[config.mk]
export PLATFORM = sky130hd
export DESIGN_NAME = tlbf_ctrl
export DESIGN_NICKNAME = d
export VERILOG_FILES = /design/src/rtl/tlbf_pkg.sv /design/src/rtl/tlbf_pack.sv /design/src/rtl/tlbf_victim.sv /design/src/rtl/tlbf_store.sv /design/src/rtl/tlbf_ctrl.sv
export SDC_FILE = /design/constraint.sdc
export NUM_CORES = 1
export LEC_CHECK = 0
export BUFFER_PORTS_ARGS = -buffer_cell sky130_fd_sc_hd__buf_4
export CELL_PAD_IN_SITES_DETAIL_PLACEMENT = 1
export CELL_PAD_IN_SITES_GLOBAL_PLACEMENT = 2
export CORE_MARGIN = 1
export CORE_UTILIZATION = 35
export CTS_BUF_LIST = sky130_fd_sc_hd__clkbuf_8
export CTS_CLUSTER_SIZE = 40
export DETAILED_ROUTE_END_ITERATION = 16
export PLACE_DENSITY_LB_ADDON = 0.1
export SYNTH_ARGS = -nofsm -noshare
export SYNTH_HDL_FRONTEND = slang
export SYNTH_SLANG_ARGS = --single-unit
[constraint.sdc]
create_clock -name clk -period 7.01 [get_ports clk]
set_clock_uncertainty 0.2 [all_clocks]
set_input_delay 0.3505 -clock clk [delete_from_list [all_inputs] [get_ports clk]]
set_output_delay 0.3505 -clock clk [all_outputs]
set_load 0.01 [all_outputs]
[src/rtl/tlbf_pkg.sv]
package tlbf_pkg;

    localparam int PTE_W    = 64;
    localparam int PPN_W    = 27;
    localparam int ASN_W    = 7;
    localparam int MASK_W   = 4;
    localparam int PPN_LO   = 32;
    localparam int RDE_LO   = 8;
    localparam int WRE_LO   = 12;
    localparam int FRD_BIT  = 1;
    localparam int FWR_BIT  = 2;
    localparam int GLOB_BIT = 4;
    localparam int ASN_LO   = 57;
    localparam int GH_LO    = 5;
    localparam int GH_W     = 2;

    typedef enum logic [3:0] {
        REG_D_ASN      = 4'd0,
        REG_I_ASN      = 4'd1,
        REG_D_PTE      = 4'd2,
        REG_D_TAG      = 4'd3,
        REG_I_TAG      = 4'd4,
        REG_I_PTE      = 4'd5,
        REG_D_INV_ALL  = 4'd6,
        REG_D_INV_PROC = 4'd7,
        REG_D_INV_ONE  = 4'd8,
        REG_I_INV_ALL  = 4'd9,
        REG_I_INV_PROC = 4'd10,
        REG_I_INV_ONE  = 4'd11
    } reg_sel_e;

    typedef enum logic [1:0] {
        ST_IDLE   = 2'd0,
        ST_INSERT = 2'd1,
        ST_SWEEP  = 2'd2
    } ctl_state_e;

    typedef enum logic [1:0] {
        KILL_ALL   = 2'd0,
        KILL_LOCAL = 2'd1,
        KILL_ONE   = 2'd2
    } kill_mode_e;

    typedef struct packed {
        logic [PPN_W-1:0]  ppn;
        logic [MASK_W-1:0] rd_en;
        logic [MASK_W-1:0] wr_en;
        logic              f_rd;
        logic              f_wr;
        logic              glob;
        logic [ASN_W-1:0]  asn;
    } pte_fields_t;

    function automatic pte_fields_t pte_unpack(input logic [PTE_W-1:0] d);
        pte_fields_t f;
        f.ppn   = d[PPN_LO +: PPN_W];
        f.rd_en = d[RDE_LO +: MASK_W];
        f.wr_en = d[WRE_LO +: MASK_W];
        f.f_rd  = d[FRD_BIT];
        f.f_wr  = d[FWR_BIT];
        f.glob  = d[GLOB_BIT];
        f.asn   = '0;
        return f;
    endfunction

    function automatic logic pte_gh_bad(input logic [PTE_W-1:0] d);
        return d[GH_LO +: GH_W] != '0;
    endfunction

endpackage

[src/rtl/tlbf_pack.sv]
module tlbf_pack
    import tlbf_pkg::*;
(
    input  pte_fields_t      f_i,
    input  logic             hit_i,
    output logic [PTE_W-1:0] pte_o
);
    logic [PTE_W-1:0] packed_w;

    always_comb begin
        packed_w = '0;
        packed_w = packed_w | (PTE_W'(f_i.ppn)   << PPN_LO);
        packed_w = packed_w | (PTE_W'(f_i.rd_en) << RDE_LO);
        packed_w = packed_w | (PTE_W'(f_i.wr_en) << WRE_LO);
        packed_w = packed_w | (PTE_W'(f_i.asn)   << ASN_LO);
        packed_w[FRD_BIT]  = f_i.f_rd;
        packed_w[FWR_BIT]  = f_i.f_wr;
        packed_w[GLOB_BIT] = f_i.glob;
        pte_o = hit_i ? packed_w : '0;
    end
endmodule

[src/rtl/tlbf_victim.sv]
module tlbf_victim #(
    parameter int ENTRIES = 8,
    localparam int IDX_W  = (ENTRIES > 1) ? $clog2(ENTRIES) : 1
) (
    input  logic               clk,
    input  logic               rst_n,
    input  logic [ENTRIES-1:0] valid_i,
    input  logic               adv_i,
    output logic [IDX_W-1:0]   pick_o,
    output logic               full_o
);
    logic [IDX_W-1:0] rr_q;

    always_comb begin
        full_o = &valid_i;
        pick_o = rr_q;
        for (int i = ENTRIES - 1; i >= 0; i--) begin
            if (!valid_i[i]) pick_o = IDX_W'(i);
        end
    end

    always_ff @(posedge clk or negedge rst_n) begin
        if (!rst_n) begin
            rr_q <= '0;
        end else if (adv_i) begin
            rr_q <= (rr_q == IDX_W'(ENTRIES - 1)) ? '0 : rr_q + 1'b1;
        end
    end
endmodule

[src/rtl/tlbf_store.sv]
module tlbf_store
    import tlbf_pkg::*;
#(
    parameter int ENTRIES = 8,
    parameter int TAG_W   = 32,
    localparam int IDX_W  = (ENTRIES > 1) ? $clog2(ENTRIES) : 1
) (
    input  logic               clk,
    input  logic               rst_n,
    input  logic               ins_en_i,
    input  logic [IDX_W-1:0]   ins_idx_i,
    input  logic               ins_side_i,
    input  logic [TAG_W-1:0]   ins_tag_i,
    input  pte_fields_t        ins_f_i,
    input  logic               clr_en_i,
    input  logic [IDX_W-1:0]   sel_idx_i,
    output logic               sel_valid_o,
    output logic               sel_side_o,
    output logic [TAG_W-1:0]   sel_tag_o,
    output pte_fields_t        sel_f_o,
    output logic [ENTRIES-1:0] valid_o,
    input  logic               lk_side_i,
    input  logic [TAG_W-1:0]   lk_tag_i,
    input  logic [ASN_W-1:0]   lk_asn_i,
    output logic               lk_hit_o,
    output pte_fields_t        lk_f_o
);
    logic [ENTRIES-1:0]             hit_vec;
    logic [ENTRIES-1:0]             side_vec;
    logic [ENTRIES-1:0][TAG_W-1:0]  tag_vec;
    pte_fields_t [ENTRIES-1:0]      f_vec;

    for (genvar g = 0; g < ENTRIES; g++) begin : g_ent
        logic             v_q;
        logic             s_q;
        logic [TAG_W-1:0] t_q;
        pte_fields_t      f_q;

        always_ff @(posedge clk or negedge rst_n) begin
            if (!rst_n) begin
                v_q <= 1'b0;
            end else if (ins_en_i && ins_idx_i == IDX_W'(g)) begin
                v_q <= 1'b1;
            end else if (clr_en_i && sel_idx_i == IDX_W'(g)) begin
                v_q <= 1'b0;
            end
        end

        always_ff @(posedge clk) begin
            if (ins_en_i && ins_idx_i == IDX_W'(g)) begin
                s_q <= ins_side_i;
                t_q <= ins_tag_i;
                f_q <= ins_f_i;
            end
        end

        assign valid_o[g]  = v_q;
        assign side_vec[g] = s_q;
        assign tag_vec[g]  = t_q;
        assign f_vec[g]    = f_q;
        assign hit_vec[g]  = v_q && (s_q == lk_side_i) && (t_q == lk_tag_i)
                             && (f_q.glob || f_q.asn == lk_asn_i);
    end

    always_comb begin
        lk_f_o = '0;
        for (int i = ENTRIES - 1; i >= 0; i--) begin
            if (hit_vec[i]) lk_f_o = f_vec[i];
        end
        lk_hit_o = |hit_vec;
    end

    assign sel_valid_o = valid_o[sel_idx_i];
    assign sel_side_o  = side_vec[sel_idx_i];
    assign sel_tag_o   = tag_vec[sel_idx_i];
    assign sel_f_o     = f_vec[sel_idx_i];
endmodule

[src/rtl/tlbf_ctrl.sv]
module tlbf_ctrl
    import tlbf_pkg::*;
#(
    parameter int ENTRIES = 8,
    parameter int TAG_W   = 32
) (
    input  logic              clk,
    input  logic              rst_n,
    input  logic              wr_en,
    input  logic [3:0]        wr_sel,
    input  logic [63:0]       wr_data,
    output logic              ready,
    output logic              fill_err,
    input  logic              lk_side,
    input  logic [TAG_W-1:0]  lk_tag,
    output logic              lk_hit,
    output logic [63:0]       lk_pte
);
    localparam int IDX_W = (ENTRIES > 1) ? $clog2(ENTRIES) : 1;
    localparam logic [IDX_W-1:0] LAST_IDX = IDX_W'(ENTRIES - 1);

    ctl_state_e        state_q, state_d;
    logic [IDX_W-1:0]  sweep_q;
    kill_mode_e        kmode_q;
    logic              kside_q;
    logic [TAG_W-1:0]  ktag_q;
    logic [ASN_W-1:0]  kasn_q;
    logic [ASN_W-1:0]  d_asn_q, i_asn_q;
    logic [PTE_W-1:0]  d_pte_q;
    logic [TAG_W-1:0]  i_tag_q;
    logic              pend_side_q;
    logic [TAG_W-1:0]  pend_tag_q;
    pte_fields_t       pend_f_q;
    logic              err_q;

    logic              accept;
    logic              fill_ok, fill_bad, is_inv;
    logic              ins_en, clr_en, victim_adv, full;
    logic [IDX_W-1:0]  victim;
    logic              sel_valid, sel_side;
    logic [TAG_W-1:0]  sel_tag;
    pte_fields_t       sel_f, lk_f, d_fields, i_fields;
    logic [ENTRIES-1:0] valid_vec;
    logic [ASN_W-1:0]  lk_asn;
    reg_sel_e          sel;

    assign sel    = reg_sel_e'(wr_sel);
    assign accept = wr_en && (state_q == ST_IDLE);

    always_comb begin
        d_fields       = pte_unpack(d_pte_q);
        d_fields.asn   = d_asn_q;
        i_fields       = pte_unpack(wr_data);
        i_fields.wr_en = '0;
        i_fields.asn   = i_asn_q;
    end

    always_comb begin
        fill_ok  = 1'b0;
        fill_bad = 1'b0;
        is_inv   = 1'b0;
        unique case (sel)
            REG_D_TAG: begin
                fill_bad = pte_gh_bad(d_pte_q);
                fill_ok  = !fill_bad;
            end
            REG_I_PTE: begin
                fill_bad = pte_gh_bad(wr_data);
                fill_ok  = !fill_bad;
            end
            REG_D_INV_ALL, REG_D_INV_PROC, REG_D_INV_ONE,
            REG_I_INV_ALL, REG_I_INV_PROC, REG_I_INV_ONE: is_inv = 1'b1;
            default: ;
        endcase
    end

    always_comb begin
        state_d = state_q;
        unique case (state_q)
            ST_IDLE: begin
                if (accept && fill_ok)     state_d = ST_INSERT;
                else if (accept && is_inv) state_d = ST_SWEEP;
            end
            ST_INSERT: state_d = ST_IDLE;
            ST_SWEEP:  if (sweep_q == LAST_IDX) state_d = ST_IDLE;
            default:   state_d = ST_IDLE;
        endcase
    end

    always_ff @(posedge clk or negedge rst_n) begin
        if (!rst_n) state_q <= ST_IDLE;
        else        state_q <= state_d;
    end

    always_ff @(posedge clk or negedge rst_n) begin
        if (!rst_n) begin
            d_asn_q     <= '0;
            i_asn_q     <= '0;
            d_pte_q     <= '0;
            i_tag_q     <= '0;
            sweep_q     <= '0;
            kmode_q     <= KILL_ALL;
            kside_q     <= 1'b0;
            ktag_q      <= '0;
            kasn_q      <= '0;
            pend_side_q <= 1'b0;
            pend_tag_q  <= '0;
            pend_f_q    <= '0;
            err_q       <= 1'b0;
        end else begin
            err_q <= accept && fill_bad;
            if (state_q == ST_SWEEP) sweep_q <= sweep_q + 1'b1;
            if (accept) begin
                unique case (sel)
                    REG_D_ASN: d_asn_q <= wr_data[ASN_W-1:0];
                    REG_I_ASN: i_asn_q <= wr_data[ASN_W-1:0];
                    REG_D_PTE: d_pte_q <= wr_data;
                    REG_I_TAG: i_tag_q <= wr_data[TAG_W-1:0];
                    REG_D_TAG: begin
                        pend_side_q <= 1'b0;
                        pend_tag_q  <= wr_data[TAG_W-1:0];
                        pend_f_q    <= d_fields;
                    end
                    REG_I_PTE: begin
                        pend_side_q <= 1'b1;
                        pend_tag_q  <= i_tag_q;
                        pend_f_q    <= i_fields;
                    end
                    REG_D_INV_ALL, REG_D_INV_PROC, REG_D_INV_ONE: begin
                        sweep_q <= '0;
                        kside_q <= 1'b0;
                        ktag_q  <= wr_data[TAG_W-1:0];
                        kasn_q  <= d_asn_q;
                        kmode_q <= (sel == REG_D_INV_ALL)  ? KILL_ALL :
                                   (sel == REG_D_INV_PROC) ? KILL_LOCAL : KILL_ONE;
                    end
                    REG_I_INV_ALL, REG_I_INV_PROC, REG_I_INV_ONE: begin
                        sweep_q <= '0;
                        kside_q <= 1'b1;
                        ktag_q  <= wr_data[TAG_W-1:0];
                        kasn_q  <= i_asn_q;
                        kmode_q <= (sel == REG_I_INV_ALL)  ? KILL_ALL :
                                   (sel == REG_I_INV_PROC) ? KILL_LOCAL : KILL_ONE;
                    end
                    default: ;
                endcase
            end
        end
    end

    always_comb begin
        ready      = (state_q == ST_IDLE);
        fill_err   = err_q;
        ins_en     = (state_q == ST_INSERT);
        victim_adv = ins_en && full;
        clr_en     = 1'b0;
        if (state_q == ST_SWEEP && sel_valid && sel_side == kside_q) begin
            unique case (kmode_q)
                KILL_ALL:   clr_en = 1'b1;
                KILL_LOCAL: clr_en = !sel_f.glob;
                KILL_ONE:   clr_en = (sel_tag == ktag_q) &&
                                     (sel_f.glob || sel_f.asn == kasn_q);
                default:    clr_en = 1'b0;
            endcase
        end
    end

    assign lk_asn = lk_side ? i_asn_q : d_asn_q;

    tlbf_victim #(.ENTRIES(ENTRIES)) u_victim (
        .clk     (clk),
        .rst_n   (rst_n),
        .valid_i (valid_vec),
        .adv_i   (victim_adv),
        .pick_o  (victim),
        .full_o  (full)
    );

    tlbf_store #(.ENTRIES(ENTRIES), .TAG_W(TAG_W)) u_store (
        .clk         (clk),
        .rst_n       (rst_n),
        .ins_en_i    (ins_en),
        .ins_idx_i   (victim),
        .ins_side_i  (pend_side_q),
        .ins_tag_i   (pend_tag_q),
        .ins_f_i     (pend_f_q),
        .clr_en_i    (clr_en),
        .sel_idx_i   (sweep_q),
        .sel_valid_o (sel_valid),
        .sel_side_o  (sel_side),
        .sel_tag_o   (sel_tag),
        .sel_f_o     (sel_f),
        .valid_o     (valid_vec),
        .lk_side_i   (lk_side),
        .lk_tag_i    (lk_tag),
        .lk_asn_i    (lk_asn),
        .lk_hit_o    (lk_hit),
        .lk_f_o      (lk_f)
    );

    tlbf_pack u_pack (
        .f_i   (lk_f),
        .hit_i (lk_hit),
        .pte_o (lk_pte)
    );
endmodule

-- After elaboration in Yosys (flattened, before gate mapping)
Index checks and enable logic that the tools add are counted.
- flip-flop bits (word level): 866
- input port bits: 104
- output and inout port bits: 67
- word-level logic and storage cells: 321
- add/sub/neg operators: 2
- $lt $le $gt $ge: 1
- equality and inequality tests: 59
- mux-type cells: 65
- bitwise operators: 3
- reduce and logical (&&, ||, !) cells: 90
- operator list (cell ; number):
    $mux 45 ; 8
    $eq 32x32->1 ; 9
    $bmux 45 s3 ; 1
    $bmux 32 s3 ; 1
    $pmux 45 s2 ; 1
    $mux 64 ; 1
    $or 59x64->64 ; 1
    $pmux 32 s2 ; 1
    $eq 7x7->1 ; 9
    $or 59x12->59 ; 1
    $or 59x16->59 ; 1
    $logic_and 1x1->1 ; 48
    $mux 3 ; 12
    $mux 32 ; 1
    $eq 3x3->1 const B ; 9
    $reduce_bool 2->1 ; 12
    $mux 1 ; 20
    $eq 4x3->1 const B ; 4
    $eq 4x4->1 const B ; 4
    $reduce_and 2->1 ; 8
    $mux 2 ; 7
    $pmux 7 s2 ; 1
    $eq 3x2->1 const B ; 4
    $eq 1x1->1 ; 9
    24 further kinds ; 47

-- Depth between registers and ports, before layout
- depth in word-level cells: 16
- depth in mapped cells: 13
- mapped depth without buffers: 9

-- Modules after synthesis
A second synthesis with hierarchy kept.
- cell total of the unflattened synthesis: 3089
- area, all modules: 42447.0 um2
- by module, submodules not included (module ; times used ; cells an instance ; area each (um2) ; seq. area each (um2)):
    tlbf_store ; 1 ; 2256 ; 32296.0 ; 18938.2
    tlbf_ctrl ; 1 ; 738 ; 9476.6 ; 5305.1
    tlbf_pack ; 1 ; 69 ; 452.9 ; 0.0
    tlbf_victim ; 1 ; 26 ; 221.5 ; 75.1

-- Worst setup path after synthesis
Ideal clock, no wire load.
- path kind: register to register
- from: register u_store.g_ent[0].v_q
- to: register u_store.g_ent[7].f_q (netlist bit u_store.f_vec[315]), enable pin
- library setup time: 612 ps
- arrival time: 6322 ps
- data required time: 6198 ps
- setup slack: -124 ps
- cell stages (with the launch flop): 4
- buffers on the path: 0
- cell sequence: dfrtp_1 -> nand4_1 -> or3_1 -> nor3_1
- cells in the longest elaborated chain, start to end: 3
- RTL lines (what ; RTL line ; text):
    start: declaration ; tlbf_store.sv:34 ; logic v_q;
    start signal: assignment ; tlbf_store.sv:41 ; v_q <= 1'b0;
    start signal: assignment ; tlbf_store.sv:43 ; v_q <= 1'b1;
    start signal: assignment ; tlbf_store.sv:45 ; v_q <= 1'b0;
    $mux 3 ; tlbf_victim.sv:18 ; if (!valid_i[i]) pick_o = IDX_W'(i);
    $eq 3x3->1 ; tlbf_store.sv:50 ; if (ins_en_i && ins_idx_i == IDX_W'(g)) begin
    $logic_and 1x1->1 ; tlbf_store.sv:50 ;
    end signal: assignment ; tlbf_store.sv:53 ; f_q <= ins_f_i;
    end: declaration ; tlbf_store.sv:37 ; pte_fields_t f_q;
Every way passes these cells.
A chain may end at the register's enable or synchronous reset.

-- Worst setup path in the final report
- from: register u_store.g_ent[6].t_q[21]
- to: output lk_pte[61]
- cells in the longest elaborated chain, start to end: 12
- elaborated cells between the ends (all ways): 13
- those cells by class: eq/ne: 1; mux: 8; bitwise: 1; reduce/logical: 3
- RTL lines (what ; RTL line ; text):
    start: declaration ; tlbf_store.sv:36 ; logic [TAG_W-1:0] t_q;
    start signal: assignment ; tlbf_store.sv:52 ; t_q <= ins_tag_i;
    $eq 32x32->1 (*) ; tlbf_store.sv:61 ; assign hit_vec[g] = v_q && (s_q == lk_side_i) && (t_q == lk_tag_i)
    $logic_and 1x1->1 (*) ; tlbf_store.sv:61 ;
    $logic_and 1x1->1 (*) ; tlbf_store.sv:62 ; && (f_q.glob || f_q.asn == lk_asn_i);
    $mux 45 (7 in series) ; tlbf_store.sv:68 ; if (hit_vec[i]) lk_f_o = f_vec[i];
    $or 59x64->64 ; tlbf_pack.sv:15 ; packed_w = packed_w | (PTE_W'(f_i.asn) << ASN_LO);
    $mux 64 (*) ; tlbf_pack.sv:19 ; pte_o = hit_i ? packed_w : '0;
    end: declaration ; tlbf_ctrl.sv:17 ; output logic [63:0] lk_pte
Every way passes the cells marked *; elsewhere a longest branch is shown, timed or not.

==> impl_metrics.env <==
export IMPL_crit_fanout=23
export IMPL_async_reset_ff_share_pct=26.3
export IMPL_clkTransAtPathRegs_ps=60
export IMPL_grt_overflow_total=0
export IMPL_cp_data_arrival_time_ps=5500
export IMPL_ant_nets=0
export IMPL_fin_crit_sh_pct=86.3
export IMPL_vias=24700
export IMPL_setup_slack_ps=962
export IMPL_synth_top_family_by_area="multiplexers"
export IMPL_synth_top_area_share_pct=49.0
export IMPL_grt_pass1_vias=25500
export IMPL_vdd_drop_max_mv=0.175
export IMPL_synth_seq_area_share_pct=63.6
export IMPL_dpl_worst_slack_ps=1740
export IMPL_critPathCaptureType="output port"
export IMPL_synth_main_ff_cell="edfxtp_1"
export IMPL_drv_slew=0
export IMPL_netlist_area_sq_um=38200
export IMPL_antenna_found_initial=13
export IMPL_rows=120
export IMPL_yosys_top_cells_area="edfxtp_1 (49%), dfrtp_1 (15%), xnor2_1 (5.2%)"
export IMPL_die_y_um=332
export IMPL_drtIter0Drc=2467
export IMPL_drt_wl_total_um=134000
export IMPL_power_density_nw_per_um2=338
export IMPL_h_tree_depth=4
export IMPL_avgSynthCellArea_sq_um=13.8
export IMPL_fmax_mhz=165
export IMPL_rsz0062_at_grt="no"
export IMPL_synth_compound_area_share_pct=6.21
export IMPL_start_kind="flop"
export IMPL_place_area_sq_um=40900
export IMPL_cts_tree="done"
export IMPL_post_cts_resized=0
export IMPL_tightest_slew_ps=1370
export IMPL_fp_dieArea_sq_um=111000
export IMPL_io_pins=171
export IMPL_grtUsageTotal_pct=24.3
export IMPL_synthAdderAreaFrac_pct=0.262
export IMPL_final_nets=3124
export IMPL_gp_congestion=0.898
export IMPL_wire_per_inst_um=29.5
export IMPL_start_util_pct=35.5
export IMPL_place_hpwl_um=87600
export IMPL_synth_edff_count=624
export IMPL_nFillCells=11000
export IMPL_cts_max_path_buffers=3
export IMPL_synthCells=2763
export IMPL_ys_warn_count=0
export IMPL_period_minus_slack_ps=6050
export IMPL_synth_xor_area_share_pct=8.11
export IMPL_clkSinkCount=847
export IMPL_grt_max_degree=159
export IMPL_min_path_cells=3
export IMPL_setup_violations_final=0
export IMPL_cp_required_ps=6460
export IMPL_worstSkewPairLatency_ps=840
export IMPL_synth_seq_cells=847
export IMPL_vias_per_cell=5.44
export IMPL_synth_simple_area_share_pct=7.21
export IMPL_critPathKind="reg2out"
export IMPL_synth_mux_area_share_pct=11.8
export IMPL_relSlewSlack_pct=8.29
export IMPL_fp_dieW_um=332
export IMPL_tns_ps=0
export IMPL_fin_area_sq_um=44600
export IMPL_status="finished, final reports clean"
export IMPL_hold_viol=0
export IMPL_ys_types=75
export IMPL_drive_above_1_share_pct=20.5
export IMPL_max_cap_violations=0
export IMPL_io_buffers=144
export IMPL_reg2regPathDepth=10
export IMPL_cts_made_buffers=153
export IMPL_firstDrtPassIters=5
export IMPL_hold_class="in2reg"
export IMPL_drc=0
export IMPL_grt_pass1_wl_um=191000
export IMPL_syn_to_final_growth_pct=16.7
export IMPL_cts_root_buf="clkbuf_8"
export IMPL_p_leak_uw=0.0159
export IMPL_core_area_sq_um=108000
export IMPL_synth_top_area_cell="edfxtp_1"
[area by class of cell]
cell class                      instances  area [sq um]  share of cell area [%]
Sequential cell                       847         24300                    54.6
Tap cell                             1403          1760                    3.94
Timing Repair Buffer                  259          2240                    5.02
Antenna cell                            3          7.51                  0.0168
Clock inverter                        106           573                    1.29
Inverter                               55           206                   0.463
Multi-Input combinational cell       1696         13100                    29.4
Clock buffer                          173          2380                    5.34
[power by group]
part           leakage (uW)  switching (uW)  internal (uW)
registers           0.00854            1140           6470
clock network       0.00170            2130           2440
logic               0.00571            1590           1310
total                0.0159            4860          10200
[path summary, 6_finish.rpt]
kind                                          startpoint              endpoint  slack, ps
worst max-delay path            u_store.g_ent[6].t_q[21]            lk_pte[61]        960
worst max register to register                sweep_q[0]  u_store.g_ent[5].v_q       2290
min in group asynchronous                          rst_n        pend_tag_q[18]        480
worst min-delay path                         wr_data[33]           d_pte_q[33]        110
max in group asynchronous                          rst_n            sweep_q[1]       5100
worst min register to register               i_tag_q[11]           i_tag_q[11]        300
[sequential cells by signal, summed over array words and instances, names as in the netlist, 7 cells and up]
signal             cells
i_asn_q                7
pend_tag_q            32
u_store.g_ent.s_q      8
i_tag_q               32
d_pte_q               40
u_store.g_ent.t_q    256
d_asn_q                7
u_store.g_ent.v_q      8
pend_f_q              45
ktag_q                32
kasn_q                 7
u_store.f_vec        360
[layout by cell type (no fill, tap or decap), drive strengths merged, types with 53 or more instances in the layout]
| master | count |
|---|---|
| edfxtp | 624 |
| nand2 | 236 |
| xnor2 | 225 |
| dfrtp | 223 |
| buf | 188 |
| clkbuf | 173 |
| o21ai | 168 |
| xor2 | 129 |
| nor2 | 127 |
| a21oi | 123 |
| mux2 | 121 |
| mux2i | 120 |
| inv | 107 |
| mux4 | 84 |
| dlygate4sd3 | 71 |
| nand4 | 53 |
[layer usage]
metal | GRT usage (%) | part of all wire [%] | up-vias
li1 | - | - | 10700
met2 | 35.6 | 43 | 844
met5 | 0 | 0.020 | -
met1 | 37.2 | 48 | 13000
met3 | 4.22 | 6.6 | 154
met4 | 5.52 | 1.6 | 4
[cell usage after synthesis, types with 11 or more instances]
cell      number
a21oi_1      123
a31o_1        17
a31o_2        15
and3_1        40
buf_1         22
buf_2         25
buf_4         21
clkbuf_1     112
dfrtp_1      223
edfxtp_1     624
inv_1         52
mux2_2       121
mux2i_1      113
mux4_2        84
nand2_1      236
nand2b_1      12
nand3_1       11
nand4_1       53
nor2_1       127
nor3_1        47
nor4_1        46
o21ai_0      159
xnor2_1      225
xor2_1       129
[per-stage QoR]
stage	utilization (%)	instances	total power, uW	hold WS (ps)
floorplan	-	2783	9030	-145
global placement	38.0	4188	10400	167
detailed placement	38.0	4188	10600	172
CTS	41.4	4539	15200	23.0
global route	41.4	4540	15700	64.3
finish	41.4	4542	15100	107
[worst max-delay path: stages (launching register included)]
cell and delay (ps):
edfxtp_1 430, xor2_1 170, nor4_1 710, nand3_1 290, nor4_2 840, and2_2 720
buf_4 550, nand2_1 110, and3_1 180, o21ai_1 150, a32o_1 340, buf_4 180
[timing repair]
action / in CTS / in global routing
endpoints found under the hold margin: 262 / 0
endpoints found under the setup margin: 0 / 0
hold buffers: 72 / 0
buffers inserted: 0 / 0
[cells by family (layout without fill, tap and decap cells)]
group | count (synthesis) | after routing
XOR/XNOR | 354 | 354
adder cells (fa/ha/maj) | 8 | 8
buffers and inverters | 240 | 593
AO/OA/AOI/OAI | 397 | 397
other | 1 | 24
multiplexers | 325 | 325
flip-flops | 847 | 847
AND/OR/NAND/NOR | 591 | 591
Power figures use the tool's default switching activity.
